## config.mk

```make
export PLATFORM = sky130hd
export DESIGN_NAME = csa_accum
export DESIGN_NICKNAME = d
export VERILOG_FILES = /design/src/rtl/csa_pkg.sv /design/src/rtl/csa_row.sv /design/src/rtl/csa_cpa.sv /design/src/rtl/csa_accum.sv
export SDC_FILE = /design/constraint.sdc
export NUM_CORES = 1
export LEC_CHECK = 0
export BUFFER_PORTS_ARGS = -buffer_cell sky130_fd_sc_hd__buf_2
export CAP_MARGIN = 25
export CORE_MARGIN = 10
export CORE_UTILIZATION = 45
export CTS_CLUSTER_SIZE = 12
export DETAILED_ROUTE_END_ITERATION = 10
export GPL_TIMING_DRIVEN = 0
export PLACE_DENSITY = 0.66
export SLEW_MARGIN = 20
export SYNTH_ARGS = -nofsm -noshare
export SYNTH_HDL_FRONTEND = slang
export SYNTH_SLANG_ARGS = --single-unit
```

## constraint.sdc

```tcl
create_clock -name clk -period 11.15 [get_ports clk]
set_input_delay 0.5575 -clock clk [delete_from_list [all_inputs] [get_ports clk]]
set_output_delay 0.5575 -clock clk [all_outputs]
set_load 0.02 [all_outputs]
```

## src/rtl/csa_pkg.sv

```systemverilog
package csa_pkg;

  // Action applied to the stored redundant total in a cycle
  typedef enum logic [1:0] {
    ACT_HOLD  = 2'd0,
    ACT_CLEAR = 2'd1,
    ACT_LOAD  = 2'd2,
    ACT_STEP  = 2'd3
  } csa_act_e;

endpackage

```

## src/rtl/csa_row.sv

```systemverilog
// One row of full adders: folds a third vector into a sum/carry pair.
module csa_row #(
  parameter int W = 22
) (
  input  logic [W-1:0] a_i,
  input  logic [W-1:0] b_i,
  input  logic [W-1:0] c_i,
  output logic [W-1:0] sum_o,
  output logic [W-1:0] car_o
);

  logic [W-1:0] maj;

  genvar g;
  generate
    for (g = 0; g < W; g++) begin : g_fa
      assign sum_o[g] = a_i[g] ^ b_i[g] ^ c_i[g];
      assign maj[g]   = (a_i[g] & b_i[g]) | (c_i[g] & (a_i[g] ^ b_i[g]));
    end
  endgenerate

  // Carry of position i moves to position i+1; nothing enters position 0
  assign car_o = {maj[W-2:0], 1'b0};

  // The row must preserve the represented value modulo 2^W
  logic [W-1:0] lhs_chk;
  logic [W-1:0] rhs_chk;
  always_comb begin
    lhs_chk = sum_o + car_o;
    rhs_chk = a_i + b_i + c_i;
    p_row_value_r4: assert (lhs_chk == rhs_chk);
  end

endmodule

```

## src/rtl/csa_cpa.sv

```systemverilog
// Carry-propagate adder used once per finish request.
module csa_cpa #(
  parameter int W = 22
) (
  input  logic [W-1:0] x_i,
  input  logic [W-1:0] y_i,
  output logic [W-1:0] s_o
);

  logic [W:0] cy;
  assign cy[0] = 1'b0;

  genvar g;
  generate
    for (g = 0; g < W; g++) begin : g_bit
      logic gen_b;
      logic prp_b;
      assign gen_b   = x_i[g] & y_i[g];
      assign prp_b   = x_i[g] ^ y_i[g];
      assign s_o[g]  = prp_b ^ cy[g];
      assign cy[g+1] = gen_b | (prp_b & cy[g]);
    end
  endgenerate

endmodule

```

## src/rtl/csa_accum.sv

```systemverilog
module csa_accum
  import csa_pkg::*;
#(
  parameter int OPW     = 16,
  parameter int MAX_OPS = 64,
  localparam int CNTW   = (MAX_OPS > 1) ? $clog2(MAX_OPS) : 1,
  localparam int ACCW   = OPW + CNTW
) (
  input  logic            clk,
  input  logic            rst_n,
  input  logic            clr_i,
  input  logic            op_vld_i,
  input  logic [OPW-1:0]  op_data_i,
  input  logic            fin_i,
  output logic [ACCW-1:0] res_o,
  output logic            done_o
);

  // Stored redundant total
  logic [ACCW-1:0] sum_q, sum_d;
  logic [ACCW-1:0] car_q, car_d;
  logic            first_q, first_d;
  logic [ACCW-1:0] res_q, res_d;
  logic            done_q, done_d;
  logic            vec_en;
  logic            res_en;
  csa_act_e        act;

  logic [ACCW-1:0] op_ext;
  logic [ACCW-1:0] row_sum;
  logic [ACCW-1:0] row_car;
  logic [ACCW-1:0] cpa_sum;

  assign op_ext = {{CNTW{1'b0}}, op_data_i};

  csa_row #(.W(ACCW)) u_row (
    .a_i   (sum_q),
    .b_i   (car_q),
    .c_i   (op_ext),
    .sum_o (row_sum),
    .car_o (row_car)
  );

  csa_cpa #(.W(ACCW)) u_cpa (
    .x_i (sum_q),
    .y_i (car_q),
    .s_o (cpa_sum)
  );

  // Action selection: clear beats operand
  always_comb begin
    if (clr_i)         act = ACT_CLEAR;
    else if (op_vld_i) act = first_q ? ACT_LOAD : ACT_STEP;
    else               act = ACT_HOLD;
  end

  // Next state
  always_comb begin
    sum_d   = sum_q;
    car_d   = car_q;
    first_d = first_q;
    unique case (act)
      ACT_CLEAR: begin
        sum_d   = '0;
        car_d   = '0;
        first_d = 1'b1;
      end
      ACT_LOAD: begin
        sum_d   = op_ext;
        car_d   = '0;
        first_d = 1'b0;
      end
      ACT_STEP: begin
        sum_d   = row_sum;
        car_d   = row_car;
        first_d = 1'b0;
      end
      default: ;
    endcase
    vec_en = (act != ACT_HOLD);
    res_en = fin_i;
    res_d  = cpa_sum;
    done_d = fin_i;
  end

  // Registers
  always_ff @(posedge clk or negedge rst_n) begin
    if (!rst_n) begin
      sum_q   <= '0;
      car_q   <= '0;
      first_q <= 1'b1;
      res_q   <= '0;
      done_q  <= 1'b0;
    end else begin
      if (vec_en) begin
        sum_q   <= sum_d;
        car_q   <= car_d;
        first_q <= first_d;
      end
      if (res_en) res_q <= res_d;
      done_q <= done_d;
    end
  end

  assign res_o  = res_q;
  assign done_o = done_q;

  // Assertions
  p_clear_empty_r2: assert property (@(posedge clk) disable iff (!rst_n)
    clr_i |=> (sum_q == '0) && (car_q == '0));

  p_clear_prio_r6: assert property (@(posedge clk) disable iff (!rst_n)
    (clr_i && op_vld_i) |=> (sum_q == '0) && first_q);

  p_load_r3: assert property (@(posedge clk) disable iff (!rst_n)
    (!clr_i && op_vld_i && first_q) |=>
      (car_q == '0) && (sum_q == {{CNTW{1'b0}}, $past(op_data_i)}));

  p_carry_lsb_r4: assert property (@(posedge clk) disable iff (!rst_n)
    car_q[0] == 1'b0);

  p_done_follows_fin_r5: assert property (@(posedge clk) disable iff (!rst_n)
    fin_i |=> done_o);

  p_done_cause_r5: assert property (@(posedge clk) disable iff (!rst_n)
    !fin_i |=> !done_o);

  p_res_hold_r5: assert property (@(posedge clk) disable iff (!rst_n)
    !fin_i |=> $stable(res_o));

  p_fin_keeps_total_r8: assert property (@(posedge clk) disable iff (!rst_n)
    (fin_i && !clr_i && !op_vld_i) |=> $stable(sum_q) && $stable(car_q));

endmodule

```

## Yosys cells after proc, flatten, opt, wreduce, memory -nomap -nowiden

Index checks and enable logic that the tools add are counted.

| storage, ports and cells | value |
|---|---|
| register bits after elaboration | 68 |
| bits of input ports | 21 |
| output and inout bits | 23 |
| logic and storage cells | 175 |

| cells by class | value |
|---|---|
| equality and inequality tests | 3 |
| mux-type cells | 6 |
| bitwise operators | 152 |
| reduce and logical (&&, ||, !) cells | 9 |

Operator list:

| operator | count |
|---|---|
| $pmux 22 s3 | 1 |
| $xor 1x1->1 | 59 |
| $and 1x1->1 | 57 |
| $pmux 22 s2 | 1 |
| $or 1x1->1 | 36 |
| $reduce_and 2->1 | 3 |
| $reduce_bool 2->1 | 3 |
| $eq 2x2->1 const B | 2 |
| $mux 2 | 2 |
| $reduce_or 2->1 | 2 |
| $reduce_bool 3->1 | 1 |
| $eq 2x1->1 const B | 1 |
| $pmux 1 s2 | 1 |
| $mux 1 | 1 |

## Longest topological paths before layout

Gate-level depths: netlist of run 1.

| depth | value |
|---|---|
| word-level depth | 42 |
| depth in mapped cells | 23 |
| gate-level depth less buffers | 23 |

## By module

A second synthesis of run 1 with hierarchy kept.

| second synthesis, totals | value |
|---|---|
| cells, all modules | 294 |
| area, all modules | 3861.2 µm² |

By module, submodules not included:

| module | instances | cells an instance | area each (µm²) | seq. area each (µm²) |
|---|---|---|---|---|
| csa_accum | 1 | 247 | 2961.6 | 1702.9 |
| csa_row | 1 | 24 | 455.4 | 0.0 |
| csa_cpa | 1 | 23 | 444.2 | 0.0 |

## Least setup slack after synthesis of run 1

Ideal clock, no wire load.

| path | value |
|---|---|
| path kind | register to register |
| from | reg sum_q[1] |
| to | reg res_q[21] (netlist: res_o[21]) |
| setup time | 125 ps |
| arrival time | 8280 ps |
| required time | 11025 ps |
| slack | 2746 ps |
| cell stages (with the launch flop) | 24 |
| buffers on the path | 0 |
| clock period less this slack | 8404 ps |
| cells stage by stage | dfrtp_1 > ha_1 > fa_1 > fa_1 > fa_1 > fa_1 > fa_1 > fa_1 > fa_1 > fa_1 > fa_1 > fa_1 > fa_1 > fa_1 > fa_1 > fa_1 > fa_1 > fa_1 > fa_1 > fa_1 > fa_1 > xnor2_1 > xnor2_1 > mux2_2 |

| on the way | value |
|---|---|
| longest elaborated chain between the ends | 42 |
| elaborated cells between the ends (all ways) | 43 |
| those cells by class | bitwise: 43 |

RTL lines:

| element | RTL line | text |
|---|---|---|
| start, declared | csa_accum.sv:20 | `logic [ACCW-1:0] sum_q, sum_d;` |
| start signal, assigned | csa_accum.sv:96 | `sum_q <= sum_d;` |
| $xor 1x1->1 | csa_cpa.sv:19 | `assign prp_b = x_i[g] ^ y_i[g];` |
| $and 1x1->1 | csa_cpa.sv:21 | `assign cy[g+1] = gen_b \| (prp_b & cy[g]);` |
| $or 1x1->1 * | csa_cpa.sv:21 |  |
| $and 1x1->1 * | csa_cpa.sv:21 |  |
| $or 1x1->1 * | csa_cpa.sv:21 |  |
| $and 1x1->1 * | csa_cpa.sv:21 |  |
| $or 1x1->1 * | csa_cpa.sv:21 |  |
| $and 1x1->1 * | csa_cpa.sv:21 |  |
| [26 not listed] | -- |  |
| $or 1x1->1 * | csa_cpa.sv:21 |  |
| $and 1x1->1 * | csa_cpa.sv:21 |  |
| $or 1x1->1 * | csa_cpa.sv:21 |  |
| $and 1x1->1 * | csa_cpa.sv:21 |  |
| $or 1x1->1 * | csa_cpa.sv:21 |  |
| $and 1x1->1 * | csa_cpa.sv:21 |  |
| $or 1x1->1 * | csa_cpa.sv:21 |  |
| $xor 1x1->1 * | csa_cpa.sv:20 | `assign s_o[g] = prp_b ^ cy[g];` |
| end signal, assigned | csa_accum.sv:100 | `if (res_en) res_q <= res_d;` |
| end, declared | csa_accum.sv:23 | `logic [ACCW-1:0] res_q, res_d;` |

Mark *: on every way between the ends. The rest lies on a longest branch, timed or not.
A chain may end at the register's enable or synchronous reset.

## Worst setup path after layout of run 1

Same ends and word-level chain as after synthesis.

==> results of run 1 <==
==> metrics by stage <==
step                      total power, W  cells
after global routing            0.000548    517
after CTS                       0.000527    517
after floorplan                 0.000318    355
after global placement          0.000345    502
after detailed placement        0.000349    503
final                           0.000521    517
==> final timing paths <==
| kind | start | end | slack [ns] | depth (start not counted) |
|---|---|---|---|---|
| max | sum_q[1]$_DFFE_PN0P_ | res_o[21]$_DFFE_PN0P_ | 2.18 | 23 |
| min | rst_n | done_o$_DFF_PN0_ | 0.14 | 1 |
| max reg2reg | sum_q[1]$_DFFE_PN0P_ | res_o[21]$_DFFE_PN0P_ | 2.18 | 23 |
| min reg2reg | res_o[12]$_DFFE_PN0P_ | res_o[12]$_DFFE_PN0P_ | 0.50 | 1 |
| max in group asynchronous | rst_n | first_q$_DFFE_PN1P_ | 10.41 | 2 |
| min in group clk | fin_i | done_o$_DFF_PN0_ | 0.39 | 1 |
==> power breakdown <==
part           internal [W]  switching [W]
Sequential         0.000254     0.00000749
Clock             0.0000892      0.0000894
Combinational     0.0000328      0.0000482
==> flip-flops by register name, summed over array words and instances, names as in the netlist <==
signal / flops
done_o: 1
sum_q: 22
res_o: 22
car_q: 21
first_q: 1
==> cell families after synthesis <==
kind of cell	synth area share, %
multiplexers	6.60
buffers and inverters	8.90
XOR/XNOR	0.448
adder cells (fa/ha/maj)	19.7
flip-flops	42.9
AO/OA/AOI/OAI	8.39
AND/OR/NAND/NOR	13.1
==> metal layers <==
layer / share of wire (%) / global-route usage [%]
met3: 4.4 / 3.22
met4: 1.8 / 5.75
met1: 47 / 18.2
met5: 0 / 0
met2: 47 / 21.6
==> cell usage after synthesis <==
cell type,count
buf_6,6
nor3b_2,8
a21oi_1,35
a21o_1,1
ha_1,7
nor2_1,38
xnor2_1,2
nand2_1,20
inv_4,1
mux2_2,22
clkbuf_1,4
dfrtp_1,66
o21ai_1,16
dfstp_2,1
nor2b_2,1
and2_0,1
nand3b_1,5
nor3b_1,7
buf_2,3
buf_4,8
fa_1,34
a22oi_1,7
mux2i_1,1
and2_1,14
buf_8,1
a211oi_2,1
inv_1,45
==> worst register-to-register path: stages, from the launching register on <==
cell,delay [ns]
dfrtp_1,0.40
ha_1,0.22
fa_1,0.41
fa_1,0.40
fa_1,0.42
fa_1,0.42
fa_1,0.42
fa_1,0.43
fa_1,0.41
fa_1,0.40
fa_1,0.40
fa_1,0.40
fa_1,0.39
fa_1,0.39
fa_1,0.40
fa_1,0.39
fa_1,0.38
fa_1,0.40
fa_1,0.40
fa_1,0.40
fa_1,0.40
xnor2_1,0.15
xnor2_1,0.15
mux2_2,0.27
==> final cells by class <==
| cell class | instances | area share (%) |
|---|---|---|
| Multi-Input combinational cell | 220 | 42.4 |
| Timing Repair Buffer | 43 | 5.24 |
| Sequential cell | 67 | 37.8 |
| Tap cell | 105 | 2.96 |
| Clock buffer | 11 | 3.41 |
| Inverter | 46 | 3.95 |
| Clock inverter | 3 | 0.338 |
| Buffer | 22 | 3.89 |
==> results.cfg, run 1 <==
[clocking]
clk_latency_ns = 0.35
post_cts_resize_count = 0
cts.sinks = 67
cts_htree_levels = 3
root_buffer = clkbuf_8
clock_path_buffers = 2
cts_setup_buffers = 0
clkTransAtPathRegs_ns = 0.07
cts_tree = done
cts-hold-fix-buffers = 0
numCtsBuffers = 9

[placed_design]
place.port_buffers = 42
preCtsSetupSlack_ns = 2.20
dpl.hpwl_microns = 6090
post_dp_cell_area_sq_mm = 0.00427
gp_congestion = 0.760

[worst_hold_path]
min_path_type = primary input to async pin

[worst_setup_path]
cp-start-kind = register
crit_family = adder cells
max_stage_delay_ns = 0.43
required_ns = 11.38
arrival_ns = 9.20
crit_chain = ha_1, fa_1, fa_1, fa_1, fa_1, fa_1, fa_1, fa_1, fa_1, fa_1, fa_1, fa_1, fa_1, fa_1, fa_1, fa_1, fa_1, fa_1, fa_1, fa_1, xnor2_1, xnor2_1, mux2_2
crit_slowest_cell = fa_1
crit_top_cell = fa_1
path_buf_inv = 0
cp_max_fo = 3
path_class = register to register
critPathCaptureType = register

[timing]
fmax_ghz = 0.112
tightest_slew_ns = 0.600
finalSetupViolCount = 0
fin_crit_ns = 8.97
rsz0062_at_grt = no
postLayoutSetupSlackWorst_ns = 2.18
skew_ns = 0.00868
slew_headroom_pct = 60.0
finalHoldViolCount = 0
fin_hold_ws_ns = 0.142
fin_crit_sh_pct = 80.4
fin_setup_tns_ns = 0
slew_violations = 0

[global_route]
track_usage_pct = 13.9
grt_first_pass_wirelength_microns = 14400
grt_max_degree = 40
antenna_found_initial = 0
grt_pass1_vias = 2839
grt_overflow_total = 0

[yosys]
ys_types = 27
synth_top_area_cell = dfrtp_1
synthTopCellsByArea = dfrtp_1, fa_1, mux2_2
synth_warnings = 0
syn_nets = 417
ys_ff_latch = 67
avgSynthCellArea_sq_um = 11.0
seq_area_frac_synth_pct = 42.9
netlist_area_sq_mm = 0.00391
synth_top_area_share_pct = 42.3
synthCells = 355

[power_and_ir_drop]
ir_worst_vdd_v = 0.0000702
pwr_density_cell_mw_per_mm2 = 117
p_leak_nw = 2.14

[drt]
num_vias = 2579
first_pass_iters = 4
viasPerCell = 4.99
post-route-drc-count = 0
routed_wl_microns = 8200
wl_per_cell_microns = 15.9
final_antenna_net_count = 0
first_iter_violations = 112

[finish]
layout_commonest_cell = dfrtp_1
area_growth_pct = 13.6
fin_util_pct = 53.2
mostFrequentLayoutCells = dfrtp_1, inv_1, buf_2, nor2_1, a21oi_1
seq_area_sq_mm = 0.00168
n_antenna_cell = 0
fillers = 754
nNetsFinal = 471
fin_area_sq_mm = 0.00444
drive_above_1_share_pct = 26.5
multiInputGateArea_sq_mm = 0.00188

[floorplan]
initial_core_util_pct = 46.8
placeableCoreArea_sq_mm = 0.00834
dieHeight_microns = 113
rows = 33
pin_count = 44
dieArea_sq_mm = 0.0128
chipWidth_microns = 113

[outcome]
status = completed

[job]
cap_violations = 0
No activity file was read; power rests on OpenSTA's default activity.
==> run 2: changes to the inputs <==
ABC_AREA = 1   (was default)
clock period = 8.69 ns   (was 11.15 ns; I/O delays follow)
==> results.cfg, run 2 <==
[outcome]
status = completed

[timing]
fin_crit_sh_pct = 96.0
fin_crit_ns = 8.34
skew_ns = 0.00568
slew_headroom_pct = 67.4
fin_hold_ws_ns = 0.282
fin_setup_tns_ns = 0
tightest_slew_ns = 0.490
finalSetupViolCount = 0
finalHoldViolCount = 0
rsz0062_at_grt = no
fmax_ghz = 0.120
slew_violations = 0

[floorplan]
dieHeight_microns = 109
initial_core_util_pct = 46.4
dieArea_sq_mm = 0.0119
pin_count = 44
chipWidth_microns = 109
rows = 32
placeableCoreArea_sq_mm = 0.00773

[global_route]
grt_pass1_vias = 2635
antenna_found_initial = 0
grt_overflow_total = 0
grt_max_degree = 54
track_usage_pct = 13.4
grt_first_pass_wirelength_microns = 12500

[finish]
seq_area_sq_mm = 0.00168
fin_cells = 526
nNetsFinal = 481
mostFrequentLayoutCells = nand2_1, dfrtp_1, inv_1, buf_2, fa_1
multiInputGateArea_sq_mm = 0.00164
n_antenna_cell = 0
area_growth_pct = 16.5
drive_above_1_share_pct = 19.8
fillers = 724
layout_commonest_cell = nand2_1

[placed_design]
dpl.cell_count = 509
place.port_buffers = 43
gp_congestion = 0.790
dpl.hpwl_microns = 5510

[job]
cap_violations = 0

[yosys]
synth_most_common_cell = nand2_1
avgSynthCellArea_sq_um = 9.87
synth_enable_flop_cells = 0
seq_area_frac_synth_pct = 46.8
syn_nets = 425
synthArstFlopShare_pct = 100
synth_top_area_share_pct = 46.1
synth_top_area_cell = dfrtp_1
ys_types = 22
synthCells = 363
synth_common_cells = nand2_1, dfrtp_1, inv_1, fa_1
synth_ff_type = dfrtp_1
netlist_area_sq_mm = 0.00358
synthTopCellsByArea = dfrtp_1, fa_1, nand2_1
synth_warnings = 0
ys_ff_latch = 67

[clocking]
clock_path_buffers = 2
cts_tree = done
clk_latency_ns = 0.35
root_buffer = clkbuf_8
numCtsBuffers = 9
cts.sinks = 67
cts_htree_levels = 3
clkTransAtPathRegs_ns = 0.07

[worst_setup_path]
arrival_ns = 8.58
required_ns = 8.93
max_stage_delay_ns = 0.41
critPathCaptureType = register
crit_slowest_cell = dfrtp_1
path_class = register to register
cp-start-kind = register
cp_max_fo = 3
crit_cells = 23
crit_family = adder cells
path_buf_inv = 0
crit_top_cell = fa_1
rr_worst_depth = 23
crit_chain = ha_1, fa_2, fa_1, fa_1, fa_1, fa_2, fa_1, fa_1, fa_1, fa_2, fa_1, fa_1, fa_1, fa_1, fa_1, fa_1, fa_1, fa_2, fa_2, fa_2, nand3b_1, nand3_1, nand2_1

[power_and_ir_drop]
ir_worst_vdd_v = 0.0000679
pwr_density_cell_mw_per_mm2 = 163
p_leak_nw = 2.22

[drt]
num_vias = 2443
viasPerCell = 4.64
first_pass_iters = 4
wl_per_cell_microns = 13.8
final_antenna_net_count = 0
first_iter_violations = 73
post-route-drc-count = 0
routed_wl_microns = 7240

[worst_hold_path]
min_path_type = primary input to register
hold_path_depth = 1
## run 2: cell types whose count changed after synthesis, moves of 8 or more
cell / before / now
nand2_1: 20 / 133
nor2_1: 38 / 1
a21oi_1: 35 / 0
mux2_2: 22 / 0
o21ai_1: 16 / 0
nand3_1: 0 / 15
o22ai_1: 0 / 15
and2_1: 14 / 0
or2_1: 0 / 11
nor3b_2: 8 / 0
## run 2: kinds of logic (layout without fill, tap and decap cells)
group	Yosys count	after routing	synth area share, %
adder cells (fa/ha/maj)	41	41	21.4
buffers and inverters	64	125	7.75
AO/OA/AOI/OAI	19	19	3.18
AND/OR/NAND/NOR	172	172	20.8
flip-flops	67	67	46.8
## run 2: final timing paths
| check | startpoint | endpoint | slack [ns] |
|---|---|---|---|
| max | sum_q[1]$_DFFE_PN0P_ | res_o[21]$_DFFE_PN0P_ | 0.35 |
| min | fin_i | done_o$_DFF_PN0_ | 0.28 |
| max reg2reg | sum_q[1]$_DFFE_PN0P_ | res_o[21]$_DFFE_PN0P_ | 0.35 |
| min reg2reg | res_o[4]$_DFFE_PN0P_ | res_o[4]$_DFFE_PN0P_ | 0.47 |
| max in group asynchronous | rst_n | first_q$_DFFE_PN1P_ | 7.64 |
| min in group asynchronous | rst_n | sum_q[19]$_DFFE_PN0P_ | 0.48 |
## run 2: worst register-to-register path: stages, from the launching register on
cell      delay (ns)
dfrtp_1         0.41
ha_1            0.23
fa_2            0.35
fa_1            0.38
fa_1            0.39
fa_1            0.40
fa_2            0.36
fa_1            0.39
fa_1            0.39
fa_1            0.40
fa_2            0.36
fa_1            0.39
fa_1            0.39
fa_1            0.40
fa_1            0.40
fa_1            0.40
fa_1            0.40
fa_1            0.39
fa_2            0.36
fa_2            0.37
fa_2            0.37
nand3b_1        0.18
nand3_1         0.08
nand2_1         0.05
## run 2: area by class of cell
class	instances	area share (%)
buffer	12	1.98
clock inverter	5	1.26
inverter	52	4.68
tap	102	3.06
clock buffer	11	3.39
multi-input combinational	232	39.3
sequential	67	40.2
timing repair buffer	45	6.12
## run 2: where the power goes
part	internal, W	switching [W]
clock	0.000139	0.000118
sequential	0.000328	0.0000120
combinational	0.0000303	0.0000544
total	0.000497	0.000185
## run 2: per-stage QoR
stage	total power (W)	cell area, sq um	util, %	setup WS (ns)
CTS	0.000691	4160	53.9	0.0551
global route	0.000718	4170	54.0	0.0582
detailed placement	0.000433	3960	51.2	0.00910
finish	0.000682	4170	54.0	0.350
global placement	0.000427	3930	50.8	0.114
floorplan	0.000394	3580	-	0.544
## run 2: layer usage
layer  vias to the layer above  GRT usage (%)  wire (microns)
met4                         0           6.13             140
met2                        40           21.6            3530
met5                         -              0               0
met3                        12           3.72             345
met1                      1182           16.4            3230
li1                       1209              -               -
## run 2: timing repair
item | in CTS | in global routing
setup buffers | 0 | 0
resized for setup | 1 | 5
endpoints found under the setup margin | 1 | 2
hold buffers | 1 | 0
hold endpoints to repair | 14 | 0
==> run 3: changes to the inputs <==
CORE_UTILIZATION = 58   (was 45)
PLACE_DENSITY = 0.82   (was 0.66)
==> results.cfg, run 3 (same netlist as run 2, synthesis figures left out) <==
[drt]
post-route-drc-count = 0
routed_wl_microns = 7350
viasPerCell = 5.09
final_antenna_net_count = 0
first_pass_iters = 4
first_iter_violations = 121
wl_per_cell_microns = 14.7
num_vias = 2542

[worst_setup_path]
crit_top_cell = fa_1
max_stage_delay_ns = 0.41
crit_start = sum_q[1]$_DFFE_PN0P_
reg2reg_slack_ns = 0.20
arrival_ns = 8.72
r2r_start = sum_q[1]$_DFFE_PN0P_
crit_chain = ha_1, fa_1, fa_1, fa_1, fa_1, fa_2, fa_1, fa_1, fa_1, fa_1, fa_1, fa_1, fa_1, fa_1, fa_1, fa_1, fa_1, fa_1, fa_1, fa_2, nand3b_1, nand3_1, nand2_1
reg2reg_to = res_o[21]$_DFFE_PN0P_
cp_max_fo = 3
path_class = register to register
crit_family = adder cells
required_ns = 8.92
rr_worst_depth = 23
crit_slowest_cell = dfrtp_1
path_buf_inv = 0
cp-start-kind = register
critPathCaptureType = register

[timing]
fin_setup_tns_ns = 0
tightest_slew_ns = 0.472
finalHoldViolCount = 0
rsz0062_at_grt = no
fmax_ghz = 0.118
slew_headroom_pct = 68.5
finalSetupViolCount = 0
fin_crit_ns = 8.49
skew_ns = 0.00591
fin_crit_sh_pct = 97.7
slew_violations = 0

[clocking]
cts_setup_buffers = 0
clkTransAtPathRegs_ns = 0.07
clk_latency_ns = 0.34
cts_tree = done
cts_htree_levels = 3
numCtsBuffers = 9
cts.sinks = 67
clock_path_buffers = 2
root_buffer = clkbuf_8

[floorplan]
rows = 28
initial_core_util_pct = 60.1
dieArea_sq_mm = 0.00972
pin_count = 44
chipWidth_microns = 98.6
placeableCoreArea_sq_mm = 0.00596
dieHeight_microns = 98.6

[worst_hold_path]
min_path_type = primary input to register
hold_path_depth = 1
min_from = fin_i
holdPathEnd = done_o$_DFF_PN0_

[finish]
layout_commonest_cell = nand2_1
nNetsFinal = 481
mostFrequentLayoutCells = nand2_1, dfrtp_1, inv_1, buf_2, fa_1
seq_area_sq_mm = 0.00168
n_antenna_cell = 0
fillers = 450
multiInputGateArea_sq_mm = 0.00163
area_growth_pct = 16.6
drive_above_1_share_pct = 18.9
fin_util_pct = 70.1

[power_and_ir_drop]
p_leak_nw = 2.26
ir_worst_vdd_v = 0.000135
pwr_density_cell_mw_per_mm2 = 177

[global_route]
track_usage_pct = 15.8
grt_first_pass_wirelength_microns = 12400
antenna_found_initial = 0
grt_overflow_total = 0
grt_pass1_vias = 2693
grt_max_degree = 56

[placed_design]
gp_congestion = 0.773
place.port_buffers = 43
dpl.hpwl_microns = 5500

[job]
cap_violations = 0

[outcome]
status = completed
==> run 3: cell types whose count changed in the layout (fill, tap and decap cells not counted) <==
cell        previous run  this run
clkinv_2               3         2
fa_2                   6         2
bufinv_16              1         3
clkinvlp_4             1         0
fa_1                  28        32
==> run 3: power breakdown <==
group	internal, W	total [W]	switching (W)
registers	0.000328	0.000340	0.0000120
logic	0.0000304	0.0000854	0.0000550
clock network	0.000198	0.000315	0.000118
total	0.000556	0.000741	0.000185
==> run 3: worst max-delay path by stage <==
stage	endpoint	slack [ns]	cells after the start
detailed placement	res_o[21]$_DFFE_PN0P_	0.10	23
CTS	res_o[21]$_DFFE_PN0P_	0.09	23
floorplan	res_o[21]$_DFFE_PN0P_	0.54	23
global placement	res_o[21]$_DFFE_PN0P_	0.16	23
global route	res_o[21]$_DFFE_PN0P_	0.0004	23
finish	res_o[21]$_DFFE_PN0P_	0.20	23
==> run 3: worst register-to-register path: cells and delay by family, from the launching register on <==
family	cells	cell delay (ns)
simple gates	3	0.32
fa+ha+maj	20	7.65
flops	1	0.41
==> run 3: per-stage QoR <==
step / total power (W) / cells / cell area (sq um) / setup slack, ns / hold WS [ns]
after global placement: 0.000425 / 481 / 3890 / 0.159 / 0.450
final: 0.000741 / 499 / 4180 / 0.198 / 0.278
after global routing: 0.000777 / 499 / 4180 / 0.000364 / 0.274
after detailed placement: 0.000432 / 482 / 3920 / 0.102 / 0.300
after floorplan: 0.000394 / 363 / 3580 / 0.544 / 0.139
after CTS: 0.000747 / 499 / 4170 / 0.0865 / 0.268
==> run 3: area by class of cell <==
type,count,share of cell area [%]
timing repair buffer,45,6.11
clock inverter,5,2.40
multi-input combinational,232,39.1
tap,75,2.25
buffer,12,1.98
clock buffer,11,3.38
inverter,52,4.67
sequential,67,40.2
==> run 3: layer usage <==
metal | wire length, microns | part of all wire (%) | track usage [%] | vias to the layer above
met5 | 0 | 0 | 0 | -
met2 | 3740 | 51 | 26.2 | 74
li1 | - | - | - | 1213
met3 | 421 | 5.7 | 3.84 | 16
met1 | 3040 | 41 | 19.0 | 1239
met4 | 150 | 2.0 | 7.06 | 0
==> run 3: repair_timing <==
| action | in CTS | in global routing |
|---|---|---|
| endpoints found under the hold margin | 12 | 0 |
| gates resized for setup | 0 | 2 |
| hold buffers | 1 | 0 |
| setup endpoints to repair | 0 | 1 |
